**config.mk**
```make
export PLATFORM = sky130hd
export DESIGN_NAME = warp_issue_sched
export DESIGN_NICKNAME = d
export VERILOG_FILES = /design/src/rtl/warp_issue_pkg.sv /design/src/rtl/warp_prio_pick.sv /design/src/rtl/pipe_occ_timer.sv /design/src/rtl/warp_issue_sched.sv
export SDC_FILE = /design/constraint.sdc
export NUM_CORES = 1
export LEC_CHECK = 0
export ABC_CLOCK_PERIOD_IN_PS = 3700
export CAP_MARGIN = 20
export CORE_MARGIN = 5
export CORE_UTILIZATION = 46
export DETAILED_ROUTE_END_ITERATION = 16
export PLACE_DENSITY_LB_ADDON = 0.08
export SLEW_MARGIN = 0
export SYNTH_ARGS = -nofsm -noshare
export SYNTH_HDL_FRONTEND = slang
export SYNTH_SLANG_ARGS = --single-unit
```
**constraint.sdc**
```tcl
create_clock -name clk -period 3.7 [get_ports clk]
set_input_delay 0.74 -clock clk [delete_from_list [all_inputs] [get_ports clk]]
set_output_delay 0.74 -clock clk [all_outputs]
set_load 0.005 [all_outputs]
```
**src/rtl/warp_issue_pkg.sv**
```systemverilog
package warp_issue_pkg;
   typedef enum logic {
      PIPE_MAD = 1'b0,
      PIPE_SFU = 1'b1
   } pipe_e;

   localparam int PIPE_COUNT = 2;
endpackage

```
**src/rtl/warp_prio_pick.sv**
```systemverilog
module warp_prio_pick #(
   parameter int N  = 24,
   parameter int IW = 5
) (
   input  logic [N-1:0]  req,
   output logic          any,
   output logic [IW-1:0] idx,
   output logic [N-1:0]  onehot
);
   // lowest set bit isolated arithmetically
   assign onehot = req & (~req + N'(1));

   always_comb begin
      any = 1'b0;
      idx = '0;
      for (int i = N - 1; i >= 0; i--) begin
         if (req[i]) begin
            any = 1'b1;
            idx = IW'(i);
         end
      end
   end
endmodule

```
**src/rtl/pipe_occ_timer.sv**
```systemverilog
module pipe_occ_timer #(
   parameter int OCC = 2
) (
   input  logic clk,
   input  logic rst_n,
   input  logic start,
   output logic free
);
   localparam int CW = $clog2(OCC);

   logic [CW-1:0] cnt_q;

   always_ff @(posedge clk) begin
      if (!rst_n)
         cnt_q <= '0;
      else if (start)
         cnt_q <= CW'(OCC - 1);
      else if (cnt_q != '0)
         cnt_q <= cnt_q - CW'(1);
   end

   assign free = (cnt_q == '0);
endmodule

```
**src/rtl/warp_issue_sched.sv**
```systemverilog
module warp_issue_sched
   import warp_issue_pkg::*;
#(
   parameter int NUM_WARPS = 24,
   parameter int OCC       = 2,
   parameter int IW        = (NUM_WARPS > 1) ? $clog2(NUM_WARPS) : 1
) (
   input  logic                 clk,
   input  logic                 rst_n,
   input  logic [NUM_WARPS-1:0] warp_valid,
   input  logic [NUM_WARPS-1:0] warp_pipe,
   input  logic [NUM_WARPS-1:0] ready_set,
   output logic                 issue_valid,
   output logic [IW-1:0]        issue_warp,
   output logic                 issue_pipe
);
   // elaboration-time configuration checks
   if (NUM_WARPS < 1 || NUM_WARPS > 64) begin : g_bad_warps
      $error("warp_issue_sched: NUM_WARPS must be 1..64");
   end
   if (OCC < 2) begin : g_bad_occ
      $error("warp_issue_sched: OCC must be at least 2");
   end
   if ((1 << IW) < NUM_WARPS) begin : g_bad_iw
      $error("warp_issue_sched: IW too narrow for NUM_WARPS");
   end

   logic [NUM_WARPS-1:0]  ready_q;
   logic [NUM_WARPS-1:0]  elig;
   logic [NUM_WARPS-1:0]  pick_oh;
   logic                  pick_any;
   logic [IW-1:0]         pick_idx;
   logic [PIPE_COUNT-1:0] pipe_free;
   logic [PIPE_COUNT-1:0] pipe_start;
   pipe_e                 pick_pipe;

   for (genvar w = 0; w < NUM_WARPS; w++) begin : g_elig
      assign elig[w] = warp_valid[w] & ready_q[w] & pipe_free[warp_pipe[w]];
   end

   warp_prio_pick #(
      .N  (NUM_WARPS),
      .IW (IW)
   ) u_pick (
      .req    (elig),
      .any    (pick_any),
      .idx    (pick_idx),
      .onehot (pick_oh)
   );

   assign pick_pipe = pipe_e'(warp_pipe[pick_idx]);

   for (genvar p = 0; p < PIPE_COUNT; p++) begin : g_pipe
      assign pipe_start[p] = pick_any && (pick_pipe == pipe_e'(p));

      pipe_occ_timer #(
         .OCC (OCC)
      ) u_timer (
         .clk   (clk),
         .rst_n (rst_n),
         .start (pipe_start[p]),
         .free  (pipe_free[p])
      );
   end

   // a fresh pulse wins over the clear of the issuing warp
   always_ff @(posedge clk) begin
      if (!rst_n)
         ready_q <= '0;
      else
         ready_q <= (ready_q & ~pick_oh) | ready_set;
   end

   always_ff @(posedge clk) begin
      if (!rst_n) begin
         issue_valid <= 1'b0;
         issue_warp  <= '0;
         issue_pipe  <= 1'b0;
      end else begin
         issue_valid <= pick_any;
         issue_warp  <= pick_any ? pick_idx : '0;
         issue_pipe  <= pick_any ? pick_pipe : 1'b0;
      end
   end
endmodule

```
# Yosys cells after proc, flatten, opt, wreduce, memory -nomap -nowiden
# Cells that the tools add are included.
[totals]
reg_bits = 33
inputBits = 74
output_inout_bits = 7
word_cells = 195
[op_classes]
add_sub_neg = 3
order_cmp = 25
n_mux = 102
n_bitwise = 56
n_reduce_logical = 3
[ops]
columns = ["cell", "count"]
rows = [
  ["$mux 5", 24],
  ["$mux 1", 77],
  ["$and 1x1->1", 48],
  ["$and 24x24->24", 2],
  ["$lt 1x2->1 const B", 24],
  ["$not 24->24", 2],
  ["$add 24x1->24 const B", 1],
  ["$or 24x24->24", 1],
  ["$lt 5x6->1 const B", 1],
  ["$bmux 1 s5", 1],
  ["$not 1->1", 3],
  ["$logic_and 1x1->1", 2],
  ["$reduce_and 2->1", 1],
  ["$sub 1x1->1 const B", 2],
]

# Logic depth before layout (Yosys ltp)
[logic_depth]
depth_word = 33
ltp_mapped = 9
ltp_nobuf = 8

# By module
# Synthesis repeated with hierarchy kept, for this count alone.
[unflattened]
hier_cells = 278
hier_area_um2 = 2319.7
[modules_own_cells]
columns = ["mod", "n_inst", "cells_each", "area_per_inst_um2", "seq_area_each_um2"]
rows = [
  ["warp_issue_sched", 1, 191, 1686.6, 620.6],
  ["warp_prio_pick", 1, 81, 573.0, 0.0],
  ["pipe_occ_timer", 2, 3, 30.0, 20.0],
]

# Least setup slack after synthesis
# Ideal clock, no wire load.
[synth_path]
path_kind = "in2reg"
start = "input port warp_pipe[9]"
end = "register g_pipe[1].u_timer.cnt_q"
setup_time_ns = 0.117
arrival_time_ns = 3.054
t_required_ns = 3.583
path_slack_ns = 0.528
stages = 9
n_path_buf = 1
cell_sequence = "mux2i_1 and3_4 buf_6 o311a_4 a311oi_4 mux4_1 mux2i_1 mux2i_1 a32o_1"
[synth_via]
elab_chain_cells = 17
elab_cells_between_ends = 27
classes_between = "mux: 25; bitwise: 1; reduce/logical: 1"
[synth_rtl]
columns = ["item", "line_no", "text"]
rows = [
  ["from (decl)", "warp_issue_sched.sv:11", "input logic [NUM_WARPS-1:0] warp_pipe,"],
  ["$mux 1 (not written as such) (2 in a row)", "warp_issue_sched.sv:38", "assign elig[w] = warp_valid[w] & ready_q[w] & pipe_free[warp_pipe[w]];"],
  ["$and 1x1->1", "warp_issue_sched.sv:38", ""],
  ["$mux 5 (10 in a row)", "warp_prio_pick.sv:17", "if (req[i]) begin"],
  ["$bmux 1 s5", "warp_issue_sched.sv:51", "assign pick_pipe = pipe_e'(warp_pipe[pick_idx]);"],
  ["$mux 1 (not written as such)", "warp_issue_sched.sv:51", ""],
  ["$logic_and 1x1->1 *", "warp_issue_sched.sv:54", "assign pipe_start[p] = pick_any && (pick_pipe == pipe_e'(p));"],
  ["$mux 1 *", "pipe_occ_timer.sv:16", "else if (start)"],
  ["to (signal assigned)", "pipe_occ_timer.sv:17", "cnt_q <= CW'(OCC - 1);"],
  ["to (signal assigned)", "pipe_occ_timer.sv:19", "cnt_q <= cnt_q - CW'(1);"],
  ["to (decl)", "pipe_occ_timer.sv:11", "logic [CW-1:0] cnt_q;"],
]
# Mark *: on every way between the ends. The rest lies on a longest branch, timed or not. The select of a mux whose other input is x is not followed.
# A chain may end at the register's enable or synchronous reset.

# Worst setup path after layout
[layout_path]
start = "register g_pipe[1].u_timer.cnt_q"
end = "register issue_pipe"
[layout_via]
elab_chain_cells = 30
elab_cells_between_ends = 124
classes_between = "mux: 98; bitwise: 25; reduce/logical: 1"
[layout_rtl]
columns = ["item", "line_no", "text"]
rows = [
  ["$not 1->1 *", "pipe_occ_timer.sv:22", "assign free = (cnt_q == '0);"],
  ["$mux 1 (not written as such) (2 in a row)", "warp_issue_sched.sv:38", ""],
  ["$and 1x1->1", "warp_issue_sched.sv:38", ""],
  ["$mux 5 (24 in a row)", "warp_prio_pick.sv:17", ""],
  ["$bmux 1 s5", "warp_issue_sched.sv:51", ""],
  ["$mux 1 (not written as such)", "warp_issue_sched.sv:51", ""],
  ["to (signal assigned)", "warp_issue_sched.sv:82", "issue_pipe <= pick_any ? pick_pipe : 1'b0;"],
  ["to (decl)", "warp_issue_sched.sv:15", "output logic issue_pipe"],
]
# Marks and branches as above.

==> results.sh <==
export IMPL_fmax_mhz=289
export IMPL_synth_compound_area_share_pct=30.5
export IMPL_core_area_um2=5040
export IMPL_p_per_area_nw_per_um2=452
export IMPL_setup_viol=0
export IMPL_clk_pin_slew_worst_paths_ps=70
export IMPL_maxCapViolCount=0
export IMPL_area_growth_pct=42.7
export IMPL_synth_avg_cell_area_um2=9.23
export IMPL_slew_violations=0
export IMPL_track_usage_pct=21.4
export IMPL_cp_required_ps=3880
export IMPL_end_kind="flip-flop"
export IMPL_status="completed"
export IMPL_dr_pass1_iters=4
export IMPL_period_minus_slack_ps=3460
export IMPL_cts_num_sinks=33
export IMPL_postCtsResizedCells=0
export IMPL_drive_gt1_share_pct=12.3
export IMPL_die_w_um=81.8
export IMPL_grt_first_pass_wirelength_um=11000
export IMPL_synth_mux_area_share_pct=19.5
export IMPL_dp_worst_setup_slack_ps=39.7
export IMPL_postCtsSetupBuffers=0
export IMPL_drtIter0Drc=142
export IMPL_dpl_hpwl_um=5520
export IMPL_drc=0
export IMPL_ys_warn_count=0
export IMPL_rsz0062_at_grt="no"
export IMPL_vias=2315
export IMPL_viasPerCell=5.51
export IMPL_synthSimpleGateAreaFrac_pct=18.0
export IMPL_portBuffers=80
export IMPL_synth_cell_area_um2=2370
export IMPL_placed_cells=412
export IMPL_final_cell_count_no_fill=420
export IMPL_start_util_pct=47.0
export IMPL_layout_commonest_cell="clkdlybuf4s50_1"
export IMPL_p_leak_nw=1.31
export IMPL_reg2reg_depth=8
export IMPL_timing_final_ws_setup_ps=244
export IMPL_synth_async_reset_ratio_pct=0
export IMPL_gp_congestion=0.934
export IMPL_htreeDepth=2
export IMPL_synth_fa_ha_area_share_pct=0
export IMPL_final_util_pct=67.1
export IMPL_seq_area_um2=661
export IMPL_hold_buffers=0
export IMPL_synth_fp_nets=331
export IMPL_cts_tree="yes"
export IMPL_path_max_fanout=24
export IMPL_cts_root_buffer="clkbuf_8"
export IMPL_ys_seq_area_share_pct=27.8
export IMPL_synth_edf_count=0
export IMPL_dieArea_um2=6690
export IMPL_clock_path_buffers=2
export IMPL_die_height_um=81.8
export IMPL_avgRoutedWirePerCell_um=16.2
export IMPL_antenna_found_initial=0
export IMPL_fillCellCount=443
export IMPL_min_period_over_period_pct=93.4
export IMPL_routed_wl_um=6790
export IMPL_hold_depth=2
export IMPL_ant_nets=0
export IMPL_startpoint_type="flip-flop"
export IMPL_ys_types=52
export IMPL_crit_type="flip-flop to flip-flop"
export IMPL_slew_limit_headroom_pct=44.7
export IMPL_finalSetupTns_ps=0
export IMPL_grt_pass1_vias=2228
export IMPL_worstMarginPinSlew_ps=829
export IMPL_hold_viol=0
export IMPL_ir_drop_mv=0.259
export IMPL_ys_flop_type="dfxtp_1"
export IMPL_pin_count=81
export IMPL_overflow=0
export IMPL_cts_buffers_inserted=5
export IMPL_multi_input_area_um2=1610
export IMPL_cp_data_arrival_time_ps=3640
export IMPL_grt_max_degree=31
export IMPL_diodes=0
export IMPL_clock_skew_ps=5.23
export IMPL_hold_path_class="flip-flop to flip-flop"
export IMPL_rows=26
export IMPL_synth_seq_cells=33
export IMPL_synth_top_family_by_area="compound AO/OA/AOI/OAI gates"
export IMPL_syn_inst=257
export IMPL_layout_nets=423
export IMPL_synth_xor_area_share_pct=0
export IMPL_r2r_setup_slack_ps=240
export IMPL_clk_latency_ps=290
export IMPL_most_common_layout_cells="clkdlybuf4s50_1, dfxtp_1, nand2_1"
[metal layers]
metal | part of all wire (%) | up-vias | global-route usage (%)
li1 | - | 1161 | -
met1 | 48 | 1055 | 31.6
met4 | 0.96 | 0 | 5.65
met2 | 43 | 90 | 31.3
met5 | 0 | - | 0
met3 | 7.3 | 9 | 4.39
[metrics by stage]
step | hold slack, ps | power [mW] | instance area [um2]
global placement | 472 | 1.25 | 3300
CTS | 496 | 1.53 | 3380
detailed placement | 486 | 1.26 | 3300
finish | 492 | 1.53 | 3380
floorplan | 453 | 0.992 | 2370
global route | 534 | 1.64 | 3380
[power by group]
part           leakage [nW]  switching, mW  total, mW  internal (mW)
logic                 0.992          0.390      0.797          0.407
clock network        0.0439          0.141      0.271          0.130
registers             0.276         0.0591      0.461          0.402
[cell families (layout without fill, tap and decap cells)]
kind of cell,Yosys count,in the layout
simple gates,84,84
compound gates,84,84
flops,33,33
buf+inv,18,111
mux,38,38
[worst max-delay path, stage by stage, from the launching register on]
cell,delay (ps)
dfxtp_1,870
mux2i_1,310
and3_4,290
o311a_4,380
a311oi_4,350
mux4_1,600
mux2i_1,150
mux2i_1,120
a32o_1,280
[synth_stat cells, drive strengths merged (4+ instances only)]
cell     count  share of area (%)
o21a        23                7.3
nor2        13                2.1
mux2         8                3.8
a32o         4                1.7
nand2       27                4.3
a21boi       5                1.6
a21oi        8                1.7
mux4         4                4.4
dfxtp       33                 28
nor2b        6                1.6
and2        15                4.0
o2bb2ai      4                1.7
o21ai        6                1.3
nand3        7                1.5
nor3         4               0.84
inv         10                1.6
buf          5                2.1
mux2i       26                 11
[cell type report]
| type | instances | share of cell area, % |
|---|---|---|
| clock buffers | 5 | 2.03 |
| repair buffers | 93 | 26.5 |
| flip-flops and latches | 33 | 19.5 |
| clock inverters | 3 | 0.518 |
| multi-input cells | 206 | 47.7 |
| inverters | 10 | 1.11 |
| well taps | 70 | 2.59 |
[final timing paths]
kind	start	to
worst max-delay path	g_pipe[1].u_timer.cnt_q	issue_pipe
worst min-delay path	ready_q[7]	ready_q[7]
worst min register to register	ready_q[7]	ready_q[7]
worst max register to register	g_pipe[1].u_timer.cnt_q	issue_pipe
[state kept, by name, summed over array words and instances, names as in the netlist]
signal and cells:
issue_pipe 1, issue_valid 1, ready_q 24, g_pipe.u_timer.cnt_q 2
issue_warp 5
Note: power is estimated with default switching activity, not from simulation.
